==> src/rtl/kbc_pkg.sv <==
package kbc_pkg;
    localparam int BYTE_W = 8;

    localparam logic [BYTE_W-1:0] CMD_READ_PORT  = 8'hD0;
    localparam logic [BYTE_W-1:0] CMD_WRITE_PORT = 8'hD1;
    localparam logic [BYTE_W-1:0] CMD_GATE_ON    = 8'hDF;

    typedef enum logic [2:0] {
        ST_IDLE      = 3'd0,
        ST_ARMED     = 3'd1,
        ST_CMD_WAIT  = 3'd2,
        ST_DATA_WAIT = 3'd3,
        ST_LOAD_WAIT = 3'd4
    } kbc_state_e;

    function automatic logic [BYTE_W-1:0] status_byte(input logic in_full, input logic out_full);
        return {6'b000000, in_full, out_full};
    endfunction
endpackage

==> src/rtl/kbc_hold_timer.sv <==
module kbc_hold_timer #(
    parameter int HOLD_CYCLES = 8
) (
    input  logic clk,
    input  logic rst_n,
    input  logic start,
    output logic busy,
    output logic expire
);
    localparam int CW = (HOLD_CYCLES < 2) ? 1 : $clog2(HOLD_CYCLES);
    localparam logic [CW-1:0] LAST = CW'(HOLD_CYCLES - 1);

    logic [CW-1:0] remain;

    always_ff @(posedge clk) begin
        if (!rst_n) begin
            busy   <= 1'b0;
            remain <= '0;
        end else if (!busy && start) begin
            busy   <= 1'b1;
            remain <= LAST;
        end else if (busy) begin
            if (remain == '0) begin
                busy <= 1'b0;
            end else begin
                remain <= remain - 1'b1;
            end
        end
    end

    always_comb begin
        expire = busy && (remain == '0);
    end

    // the hold does not end before the count runs out
    p_hold_continues_r3: assert property (@(posedge clk) disable iff (!rst_n)
        busy && (remain != '0) |=> busy);

    // the sequencer never restarts a running hold
    p_no_restart_r4: assert property (@(posedge clk) disable iff (!rst_n)
        start |-> !busy);
endmodule

==> src/rtl/kbc_cmd_fsm.sv <==
module kbc_cmd_fsm
    import kbc_pkg::*;
(
    input  logic              clk,
    input  logic              rst_n,
    input  logic              wr_req,
    input  logic              wr_is_cmd,
    input  logic [BYTE_W-1:0] wr_byte,
    input  logic              busy,
    input  logic              expire,
    output logic              start,
    output logic              do_snapshot,
    output logic              do_load,
    output logic              do_gate_on,
    output logic [BYTE_W-1:0] held_byte
);
    kbc_state_e state, state_nx;
    logic       ready;
    logic       wr_accept;

    always_comb begin
        ready     = (state == ST_IDLE) || (state == ST_ARMED);
        wr_accept = wr_req && ready;
    end

    always_ff @(posedge clk) begin
        if (!rst_n) begin
            state     <= ST_IDLE;
            held_byte <= '0;
        end else begin
            state <= state_nx;
            if (wr_accept) begin
                held_byte <= wr_byte;
            end
        end
    end

    always_comb begin
        state_nx = state;
        unique case (state)
            ST_IDLE: begin
                if (wr_accept) begin
                    state_nx = wr_is_cmd ? ST_CMD_WAIT : ST_DATA_WAIT;
                end
            end
            ST_ARMED: begin
                if (wr_accept) begin
                    state_nx = wr_is_cmd ? ST_CMD_WAIT : ST_LOAD_WAIT;
                end
            end
            ST_CMD_WAIT: begin
                if (expire) begin
                    state_nx = (held_byte == CMD_WRITE_PORT) ? ST_ARMED : ST_IDLE;
                end
            end
            ST_DATA_WAIT: begin
                if (expire) begin
                    state_nx = ST_IDLE;
                end
            end
            ST_LOAD_WAIT: begin
                if (expire) begin
                    state_nx = ST_IDLE;
                end
            end
            default: state_nx = ST_IDLE;
        endcase
    end

    always_comb begin
        start       = wr_accept;
        do_snapshot = 1'b0;
        do_load     = 1'b0;
        do_gate_on  = 1'b0;
        unique case (state)
            ST_CMD_WAIT: begin
                do_snapshot = expire && (held_byte == CMD_READ_PORT);
                do_gate_on  = expire && (held_byte == CMD_GATE_ON);
            end
            ST_LOAD_WAIT: begin
                do_load = expire;
            end
            default: ;
        endcase
    end

    // a waiting state exists exactly while the hold timer runs
    p_wait_matches_busy_r3: assert property (@(posedge clk) disable iff (!rst_n)
        (!ready) == busy);

    // arming is kept until some write arrives
    p_armed_holds_r11: assert property (@(posedge clk) disable iff (!rst_n)
        (state == ST_ARMED) && !wr_req |=> (state == ST_ARMED));

    // a data byte while not armed never reaches the load state
    p_no_stray_load_r9: assert property (@(posedge clk) disable iff (!rst_n)
        (state == ST_IDLE) |=> (state != ST_LOAD_WAIT));
endmodule

==> src/rtl/kbc_port_reg.sv <==
module kbc_port_reg
    import kbc_pkg::*;
#(
    parameter logic [BYTE_W-1:0] RESET_VAL = 8'h01,
    parameter int                GATE_BIT  = 1
) (
    input  logic              clk,
    input  logic              rst_n,
    input  logic              load,
    input  logic              set_gate,
    input  logic [BYTE_W-1:0] din,
    output logic [BYTE_W-1:0] dout
);
    always_ff @(posedge clk) begin
        if (!rst_n) begin
            dout <= RESET_VAL;
        end else if (load) begin
            dout <= din;
        end else if (set_gate) begin
            dout[GATE_BIT] <= 1'b1;
        end
    end

    // gate-on sets the gate bit and keeps all other bits
    p_gate_on_only_bit_r8: assert property (@(posedge clk) disable iff (!rst_n)
        set_gate && !load |=> dout[GATE_BIT] &&
        ((dout & ~(BYTE_W'(1) << GATE_BIT)) == ($past(dout) & ~(BYTE_W'(1) << GATE_BIT))));

    // a load replaces the whole byte
    p_load_whole_r7: assert property (@(posedge clk) disable iff (!rst_n)
        load |=> dout == $past(din));
endmodule

==> src/rtl/kbc_obuf.sv <==
module kbc_obuf
    import kbc_pkg::*;
(
    input  logic              clk,
    input  logic              rst_n,
    input  logic              capture,
    input  logic [BYTE_W-1:0] din,
    input  logic              drain,
    output logic [BYTE_W-1:0] dout,
    output logic              full
);
    always_ff @(posedge clk) begin
        if (!rst_n) begin
            dout <= '0;
            full <= 1'b0;
        end else if (capture) begin
            dout <= din;
            full <= 1'b1;
        end else if (drain) begin
            full <= 1'b0;
        end
    end

    // a snapshot fills the buffer with the offered byte
    p_capture_fills_r5: assert property (@(posedge clk) disable iff (!rst_n)
        capture |=> full && (dout == $past(din)));

    // a data-port read empties the buffer
    p_drain_empties_r6: assert property (@(posedge clk) disable iff (!rst_n)
        drain && !capture |=> !full);
endmodule

==> src/rtl/kbd_ctl_port.sv <==
module kbd_ctl_port
    import kbc_pkg::*;
#(
    parameter int                ADDR_W      = 8,
    parameter logic [ADDR_W-1:0] DATA_PORT   = 8'h60,
    parameter logic [ADDR_W-1:0] CMD_PORT    = 8'h64,
    parameter int                HOLD_CYCLES = 8,
    parameter logic [7:0]        PORT_RESET  = 8'h01
) (
    input  logic              clk,
    input  logic              rst_n,
    input  logic [ADDR_W-1:0] bus_addr,
    input  logic              bus_wr,
    input  logic [7:0]        bus_wdata,
    input  logic              bus_rd,
    output logic [7:0]        bus_rdata,
    input  logic              a20_stuck,
    output logic              a20_gate
);
    localparam int GATE_BIT = 1;

    logic              hit_data, hit_cmd;
    logic              wr_req, drain;
    logic              start, busy, expire;
    logic              do_snapshot, do_load, do_gate_on;
    logic [BYTE_W-1:0] held_byte, port_q, snap_byte, obuf_q;
    logic              obuf_full;

    always_comb begin
        hit_data = (bus_addr == DATA_PORT);
        hit_cmd  = (bus_addr == CMD_PORT);
        wr_req   = bus_wr && (hit_data || hit_cmd);
        drain    = bus_rd && !bus_wr && hit_data;
    end

    kbc_hold_timer #(.HOLD_CYCLES(HOLD_CYCLES)) u_timer (
        .clk    (clk),
        .rst_n  (rst_n),
        .start  (start),
        .busy   (busy),
        .expire (expire)
    );

    kbc_cmd_fsm u_fsm (
        .clk         (clk),
        .rst_n       (rst_n),
        .wr_req      (wr_req),
        .wr_is_cmd   (hit_cmd),
        .wr_byte     (bus_wdata),
        .busy        (busy),
        .expire      (expire),
        .start       (start),
        .do_snapshot (do_snapshot),
        .do_load     (do_load),
        .do_gate_on  (do_gate_on),
        .held_byte   (held_byte)
    );

    kbc_port_reg #(.RESET_VAL(PORT_RESET), .GATE_BIT(GATE_BIT)) u_port (
        .clk      (clk),
        .rst_n    (rst_n),
        .load     (do_load),
        .set_gate (do_gate_on),
        .din      (held_byte),
        .dout     (port_q)
    );

    always_comb begin
        a20_gate            = port_q[GATE_BIT] && !a20_stuck;
        snap_byte           = port_q;
        snap_byte[GATE_BIT] = a20_gate;
    end

    kbc_obuf u_obuf (
        .clk     (clk),
        .rst_n   (rst_n),
        .capture (do_snapshot),
        .din     (snap_byte),
        .drain   (drain),
        .dout    (obuf_q),
        .full    (obuf_full)
    );

    always_comb begin
        if (hit_cmd) begin
            bus_rdata = status_byte(busy, obuf_full);
        end else if (hit_data) begin
            bus_rdata = obuf_q;
        end else begin
            bus_rdata = '0;
        end
    end

    // writes outside the two ports never start a hold
    p_unmapped_quiet_r12: assert property (@(posedge clk) disable iff (!rst_n)
        bus_wr && !hit_data && !hit_cmd && !busy |=> !busy);
endmodule

==> config.mk <==
export PLATFORM = sky130hd
export DESIGN_NAME = kbd_ctl_port
export DESIGN_NICKNAME = d
export VERILOG_FILES = /design/src/rtl/kbc_pkg.sv /design/src/rtl/kbc_hold_timer.sv /design/src/rtl/kbc_cmd_fsm.sv /design/src/rtl/kbc_port_reg.sv /design/src/rtl/kbc_obuf.sv /design/src/rtl/kbd_ctl_port.sv
export SDC_FILE = /design/constraint.sdc
export NUM_CORES = 1
export LEC_CHECK = 0
export BUFFER_PORTS_ARGS = -buffer_cell sky130_fd_sc_hd__buf_2
export CAP_MARGIN = 10
export CORE_UTILIZATION = 40
export CTS_CLUSTER_DIAMETER = 80
export DETAILED_ROUTE_END_ITERATION = 8
export HOLD_SLACK_MARGIN = 0.12
export SLEW_MARGIN = 30
export SYNTH_ARGS = -nofsm -noshare
export SYNTH_HDL_FRONTEND = slang
export SYNTH_SLANG_ARGS = --single-unit
==> constraint.sdc <==
create_clock -name clk -period 3.1 [get_ports clk]
set_input_delay 0.155 -clock clk [delete_from_list [all_inputs] [get_ports clk]]
set_output_delay 0.155 -clock clk [all_outputs]
set_load 0.02 [all_outputs]
# Word-level counts from Yosys, hierarchy flattened
# Index checks and enable logic that the tools add are counted.
dict set report classes {
  n_eq_ne 14
  add_sub_neg 1
  reduce_logical 22
  n_mux 23
}
# op count
set ops {}
lappend ops {{$eq 8x8->1 const B} 3}
lappend ops {{$mux 3} 8}
lappend ops {{$eq 8x7->1 const B} 2}
lappend ops {{$mux 8} 2}
lappend ops {{$mux 1} 12}
lappend ops {{$pmux 3 s4} 1}
lappend ops {{$logic_and 1x1->1} 9}
lappend ops {{$eq 3x2->1 const B} 2}
lappend ops {{$logic_not 3->1} 2}
lappend ops {{$ne 2x1->1 const B} 3}
lappend ops {{$reduce_bool 2->1} 3}
lappend ops {{$ne 2x2->1 const B} 2}
lappend ops {{$reduce_and 4->1} 1}
lappend ops {{$eq 3x1->1 const B} 1}
lappend ops {{$eq 3x3->1 const B} 1}
lappend ops {{$logic_not 1->1} 3}
lappend ops {{$sub 3x1->3 const B} 1}
lappend ops {{$logic_or 1x1->1} 2}
lappend ops {{$reduce_and 2->1} 1}
lappend ops {{$reduce_or 2->1} 1}
dict set report totals {
  register_bits 32
  output_inout_bits 9
  inputBits 21
}

# Longest topological paths before layout
# Gate-level depths: netlist (run 1).
dict set report logic_depth {
  word_depth 7
  mapped_depth 7
}

# By module
# From an unflattened synthesis (run 1), not the netlist that was laid out.
dict set report hier_totals {
  hier_cells 159
  hier_area_um2 1605.3
}
# module cells_each area_per_inst_um2 n_inst
set modules_own_cells {}
lappend modules_own_cells {kbc_cmd_fsm 56 558.0 1}
lappend modules_own_cells {kbc_obuf 28 335.3 1}
lappend modules_own_cells {kbc_port_reg 25 299.0 1}
lappend modules_own_cells {kbc_hold_timer 22 206.4 1}
lappend modules_own_cells {kbd_ctl_port 28 206.4 1}

# Worst setup path before layout (run 1)
# No wires, ideal clock.
dict set report synth_timing {
  path_type {register to register}
  start {register u_timer.remain[0]}
  end {register u_obuf.dout[0]}
  arrival_time_ps 1570
  setup_slack_ps 1414
  n_path_buf 1
  path_stages_with_launch 8
  synth_period_minus_slack_ps 1686
  setup_time_ps 116
  t_required_ps 2984
  path_cell_list {dfxtp_1 -> inv_1 -> ha_1 -> nand3b_1 -> or4_1 -> buf_6 -> mux2i_1 -> nor2b_1}
}
dict set report synth_between {
  elab_chain_len 4
}
# element line_no
set synth_lines {}
lappend synth_lines {{start, declared} kbc_hold_timer.sv:13} ;# logic [CW-1:0] remain;
lappend synth_lines {{start signal, assigned} kbc_hold_timer.sv:26} ;# remain <= remain - 1'b1;
lappend synth_lines {{$logic_not 3->1} kbc_hold_timer.sv:32} ;# expire = busy && (remain == '0);
lappend synth_lines {{$logic_and 1x1->1} kbc_hold_timer.sv:32}
lappend synth_lines {{$logic_and 1x1->1} kbc_cmd_fsm.sv:77} ;# do_snapshot = expire && (held_byte == CMD_READ_PORT);
lappend synth_lines {{$mux 1} kbc_cmd_fsm.sv:75} ;# unique case (state)
lappend synth_lines {{end signal, assigned} kbc_obuf.sv:17} ;# dout <= din;
lappend synth_lines {{end, declared} kbc_obuf.sv:9} ;# output logic [BYTE_W-1:0] dout,
# No other way between the ends.
# A chain may end at the register's enable or synchronous reset.

# Worst setup path in the final report (run 1)
dict set report layout_timing {
  start {register u_timer.remain[0]}
  end {register u_obuf.dout[6]}
}
# The elaborated chain is that of the path after synthesis.

==> results of run 1 <==
cell usage in the layout, fill, tap and decap left out:
master     n
and3b_1    1
or3b_1     1
nand3b_1   1
a41oi_1    1
nand3_1   12
nand4_1    2
clkinv_2   1
nand2_1   15
o211a_1    2
clkbuf_8   5
xnor2_1    1
a31oi_1    1
nor3_1     3
mux2_2     1
buf_2     29
nor3b_1    1
clkbuf_1   1
dfxtp_1   32
nor2_1     8
o31a_1     2
and2_1     6
and3_1     1
nor2b_1   18
a21boi_0   9
a21oi_1    1
o31ai_1    1
o41ai_1    1
ha_1       2
and4bb_2   1
o21ai_0    3
nand4b_1   1
or4_1      2
nor3b_2    1
o211ai_1   1
inv_1      6
mux2i_1   19
layer usage:
metal | global-route usage [%] | share of wire [%] | vias to the layer above
li1 | - | - | 627
met1 | 19.2 | 46 | 589
met2 | 26.7 | 48 | 28
met3 | 6.16 | 4.3 | 2
met4 | 9.38 | 1.2 | 0
met5 | 0 | 0 | -
area by class of cell:
| class | instances | area share (%) |
|---|---|---|
| multi-input cells | 119 | 46.2 |
| flip-flops and latches | 32 | 36.5 |
| repair buffers | 29 | 8.26 |
| clock buffers | 6 | 4.13 |
| well taps | 48 | 3.42 |
| inverters | 6 | 1.28 |
| clock inverters | 1 | 0.285 |
sequential cells by signal (all words and copies together), names as in the netlist:
signal and count:
u_fsm.held_byte 8, u_obuf.dout 8, u_fsm.state 3, u_obuf.full 1, u_timer.remain 3, u_port.dout 8
u_timer.busy 1
through the flow:
step           setup slack (ns)  hold slack, ns  power, uW  instances
3_3_place_gp               1.16           0.406        451        234
2_1_floorplan              1.41           0.309        437        165
6_report                   1.04           0.134        730        241
5_1_grt                   0.889           0.136        762        241
3_5_place_dp               1.06           0.418        452        234
4_1_cts                    1.04           0.126        743        241
cells by family after synthesis:
family	Yosys count	synth area share, %
simple gates	74	27.1
compound gates	22	10.8
xor+xnor	1	0.578
buf+inv	14	4.29
mux	20	13.3
fa+ha+maj	2	1.65
flops	32	42.2
critical path: stages (launching register included):
cell	delay, ns
dfxtp_1	0.32
inv_1	0.09
ha_1	0.22
nand3b_1	0.19
or4_1	0.82
mux2i_1	0.24
nor2b_1	0.06
power by group through the flow:
stage	registers [uW]	logic, uW	clock network [uW]
final	413	30.6	287
after global routing	413	33.9	316
after CTS	413	30.8	300
after detailed placement	422	30.6	0
after global placement	422	29.6	0
after floorplan	422	15.9	0
worst paths after layout:
check / depth (start not counted) / endpoint / slack [ns]
min reg2reg: 2 / u_port.dout[5] / 0.47
max reg2reg: 6 / u_obuf.dout[6] / 1.04
min: 3 / u_fsm.held_byte[4] / 0.13
max: 6 / u_obuf.dout[6] / 1.04
==> reports/metrics.yaml, run 1 <==
worst_setup_path:
  crit_type: "reg2reg"
  timing.rr.start: "u_timer.remain[0]"
  crit_path_max_fanout: 9
  arrival_ns: 2.23
  cp-end-kind: "register"
  cp-start-kind: "register"
  crit_path_start: "u_timer.remain[0]"
  cp_data_required_time_ns: 3.27
sta:
  hold_viol_final: 0
  drv_slew: 0
  finalSetupViolations: 0
  clock_skew_ns: 0.00757
  fin_crit_sh_pct: 66.6
  fin_setup_tns_ns: 0
  slew_headroom_pct: 56.4
  grt_setup_unrepaired: "false"
  fmaxAchievable_mhz: 485
  layout_min_cycle_time_ns: 2.06
  worstMarginPinSlew_ns: 0.653
logic_synthesis:
  async_reset_ff_share_pct: 0
  yosysTopAreaCell: "dfxtp_1"
  netlist.area_leader.share_pct: 42.2
  syn_nets: 188
  yosys-top-cells-area: "dfxtp_1, mux2i_1, nor2b_1"
  syn_avg_cell_area_um2: 9.19
  syn_inst: 165
  synth-main-ff-cell: "dfxtp_1"
  synth_edf_count: 0
  synth_area_um2: 1520
  yosysUniqueCellTypes: 36
  ys_warn_count: 0
  yosys-top-cells-count: "dfxtp_1, mux2i_1, nor2b_1"
  post-synth-top-count-cell: "dfxtp_1"
  ys_seq_elements: 32
  yosysSeqAreaShare_pct: 42.2
power_and_ir_drop:
  p_int_uw: 581
  p_seq_share_pct: 56.6
  power.density_nw_per_um2: 416
  swShare_pct: 20.4
  power_switching_uw: 149
  comb_power_share_pct: 4.2
  p_leak_uw: 0.000811
  clock_power_share_pct: 39.3
  peakVddDrop_v: 0.000239
grt:
  grt_usage_pct: 16.8
  grt_start_max_net_pins: 34
  antenna_found_initial: 0
  grt_pass1_wl_um: 5130
  grt_overflow: 0
  grt_pass1_vias: 1166
layout:
  diodes: 0
  final_area_um2: 1760
  nets: 216
  multi_input_area_um2: 811
  n_fill_cell: 367
  areaGrowthSynthToFinish_pct: 15.8
  post-route-util_pct: 48.0
  seqCellArea_um2: 641
  drive_above_1_share_pct: 19.7
placed_design:
  dp_hpwl_um: 2150
  dpl_cell_area_um2: 1680
  io_buffers: 29
  routabilityCongestion: 0.786
clocking:
  cts.htree.levels: 2
  clkLatencyLatePin_ns: 0.28
  cts.repair.resized: 0
  clock_path_buffers: 2
  post_cts_buffers: 0
  numCtsBuffers: 5
  clkSinkCount: 32
  clk_pin_slew_ns: 0.06
  root_buffer: "clkbuf_8"
  cts_tree: "built"
  cts_hold_buffers: 0
detailed_routing:
  drtPass1Iterations: 4
  wl_per_cell_um: 12.2
  antenna_left: 0
  vias: 1246
  viasPerCell: 5.17
  drt-initial-drc-count: 31
  post-route-drc-count: 0
  wl_um: 2950
floorplan:
  core_um2: 3660
  die_area_um2: 4040
  chipWidth_um: 63.6
  dieHeight_um: 63.6
  io_pins: 30
  std_cell_rows: 22
  start_util_pct: 41.4
worst_hold_path:
  hold_class: "in2reg"
  min_from: "bus_wdata[4]"
flow_run:
  max_cap_violations: 0
run_status:
  run_status: "complete, no violations"
Note: power is estimated with default switching activity, not from simulation.
==> run 2: changes to the inputs <==
==> constraint.sdc (replaced) <==
create_clock -name clk -period 1.85 [get_ports clk]
set_input_delay 0.0925 -clock clk [delete_from_list [all_inputs] [get_ports clk]]
set_output_delay 0.0925 -clock clk [all_outputs]
set_load 0.02 [all_outputs]
==> run 2 against run 1 <==
Fmax grew 19%. Flip-flop and latch count is the same. Power grew 79%. Critical path depth shrank 1. Cell count grew 8.3%. Design area grew 11%. Count of clock-buffer cells in the layout is the same. Clock skew shrank 0.0049 ns. Sequential power grew 67%. Highest routed layer unchanged.
==> reports/metrics.yaml, run 2 (synthesized netlist as in run 1, its figures left out) <==
layout:
  nets: 235  # was 216
  drive_above_1_share_pct: 24.9  # was 19.7%
  reg_top3: "u_fsm.held_byte x8, u_obuf.dout x8, u_port.dout x8"  # unchanged
  seqCellArea_um2: 641  # unchanged
  layout_commonest_cell: "dfxtp_1"  # unchanged
  final_area_um2: 1950  # was 1760 um^2
  multi_input_area_um2: 827  # was 811 um^2
  n_fill_cell: 340  # was 367
  diodes: 0  # unchanged
  areaGrowthSynthToFinish_pct: 28.9  # was 15.8%
  final_cell_mix: "dfxtp_1, buf_2, mux2i_1"  # unchanged
floorplan:
  dieHeight_um: 63.6  # unchanged
  start_util_pct: 41.4  # unchanged
  std_cell_rows: 22  # unchanged
  chipWidth_um: 63.6  # unchanged
  io_pins: 30  # unchanged
  die_area_um2: 4040  # unchanged
  core_um2: 3660  # unchanged
power_and_ir_drop:
  power_switching_uw: 280  # was 149 uW
  swShare_pct: 21.4  # was 20.4%
  power.density_nw_per_um2: 668  # was 416 nW/um^2
  comb_power_share_pct: 5.1  # was 4.2%
  clock_power_share_pct: 42.0  # was 39.3%
  peakVddDrop_v: 0.000365  # was 0.000239 V
  p_int_uw: 1030  # was 581 uW
  p_seq_share_pct: 52.9  # was 56.6%
  p_leak_uw: 0.000915  # was 0.000811 uW
  total_power_uw: 1310  # was 730 uW
sta:
  drv_slew: 0  # unchanged
  slew_headroom_pct: 68.8  # was 56.4%
  hold_slack_ns: 0.143  # was 0.134 ns
  clock_skew_ns: 0.00265  # was 0.00757 ns
  hold_viol_final: 0  # unchanged
  fin_setup_tns_ns: 0  # unchanged
  layout_setup_ws_ns: 0.110  # was 1.04 ns
  fin_crit_sh_pct: 94.1  # was 66.6%
  worstMarginPinSlew_ns: 0.468  # was 0.653 ns
  fmaxAchievable_mhz: 575  # was 485 MHz
  layout_min_cycle_time_ns: 1.74  # was 2.06 ns
  finalSetupViolations: 0  # unchanged
  grt_setup_unrepaired: "false"  # unchanged
worst_setup_path:
  crit_path_max_fanout: 9  # unchanged
  cp-start-kind: "register"  # unchanged
  cp_data_required_time_ns: 2.03  # was 3.27 ns
  critical-path-max-stage-delay_ns: 0.53  # was 0.82 ns
  crit_type: "reg2reg"  # unchanged
  arrival_ns: 1.92  # was 2.23 ns
  slowest_stage: "or4_1"  # unchanged
  cpLargestDelayFamily: "simple AND/OR/NAND/NOR gates"  # unchanged
  cp-end-kind: "register"  # unchanged
  path_cells: "or4_1 > or4_4 > buf_6 > mux2i_1 > nor2b_1"  # was inv_1 > ha_1 > nand3b_1 > or4_1 > mux2i_1 > nor2b_1
  crit_buf_inv: 1  # unchanged
grt:
  top_usage_layer: "met2"  # unchanged
  use_met1_pct: 19.4  # was 19.2%
  grt_overflow: 0  # unchanged
  grt_pass1_vias: 1305  # was 1166
  grt_start_max_net_pins: 34  # unchanged
  met3_usage_pct: 4.89  # was 6.16%
  antenna_found_initial: 0  # unchanged
  grt_pass1_wl_um: 5460  # was 5130 um
  grt_use_met2_pct: 28.3  # was 26.7%
  grt_usage_pct: 17.8  # was 16.8%
clocking:
  root_buffer: "clkbuf_8"  # unchanged
  cts.htree.levels: 2  # unchanged
  post_cts_buffers: 0  # unchanged
  clk_pin_slew_ns: 0.06  # about the same
  clock_path_buffers: 2  # unchanged
  clkSinkCount: 32  # unchanged
  numCtsBuffers: 5  # unchanged
  cts_tree: "built"  # unchanged
  clkLatencyLatePin_ns: 0.29  # was 0.28 ns
detailed_routing:
  wl_um: 3140  # was 2950 um
  post-route-drc-count: 0  # unchanged
  drtPass1Iterations: 4  # unchanged
  wl_per_cell_um: 12.0  # was 12.2 um
  vias: 1294  # was 1246
  viasPerCell: 4.96  # was 5.17
  drt-initial-drc-count: 47  # was 31
  antenna_left: 0  # unchanged
worst_hold_path:
  hold_class: "in2reg"  # unchanged
placed_design:
  routabilityCongestion: 0.796  # was 0.786
  dpl_cell_area_um2: 1760  # was 1680 um^2
  dp_slack_ns: 0.0799  # was 1.06 ns
  dp_hpwl_um: 2250  # was 2150 um
  io_buffers: 29  # unchanged
flow_run:
  max_cap_violations: 0  # unchanged
run_status:
  run_status: "complete, no violations"  # unchanged
run 2: cell count changes in the layout (fill, tap and decap cells not counted):
| cell | previous run | this run |
|---|---|---|
| clkbuf_1 | 1 | 0 |
| or4_4 | 0 | 1 |
| ha_4 | 0 | 1 |
| buf_4 | 0 | 10 |
| clkbuf_8 | 5 | 6 |
| buf_6 | 0 | 1 |
| ha_1 | 2 | 1 |
| dlygate4sd3_1 | 0 | 8 |
| or4_1 | 2 | 1 |
| clkinv_2 | 1 | 2 |
run 2: layout make-up:
class                   instances  area share [%]
inverters                       6            1.15
clock buffers                   6            4.23
repair buffers                 48            15.9
flip-flops and latches         32            32.8
multi-input cells             119            42.3
well taps                      48            3.07
clock inverters                 2           0.512
run 2: stage by stage:
stage,instances,utilization (%)
floorplan,165,-
finish,261,53.4
detailed placement,245,48.1
global route,261,53.4
CTS,261,52.8
global placement,245,48.1
run 2: layer usage:
layer	vias up	share of wire, %
met3	8	3.5
met5	-	0
met1	600	46
met4	0	2.8
li1	664	-
met2	22	48
run 2: worst register-to-register path, delay by kind of cell (launching register included):
kind / cells / cell delay, ns
flops: 1 / 0.30
mux: 1 / 0.16
simple gates: 3 / 1.02
buf+inv: 1 / 0.16
run 2: final timing paths:
check,start,end,slack (ns),cells past startpoint
worst max-delay path,u_fsm.held_byte[0],u_obuf.dout[5],0.11,5
worst min-delay path,a20_stuck,u_obuf.dout[1],0.14,4
worst max register to register,u_fsm.held_byte[0],u_obuf.dout[5],0.11,5
worst min register to register,u_port.dout[3],u_port.dout[3],0.47,2
run 2: repair_timing:
action,in CTS,in global routing
gates resized for setup,0,4
hold buffers,8,0
hold endpoints to repair,8,0
endpoints found under the setup margin,0,8
run 2: power groups by stage:
stage / clock (uW) / combinational (uW) / sequential [uW]
floorplan: 0 / 26.7 / 706
detailed placement: 0 / 53.0 / 706
global route: 593 / 73.5 / 690
global placement: 0 / 51.3 / 706
CTS: 569 / 66.0 / 691
finish: 549 / 66.5 / 691
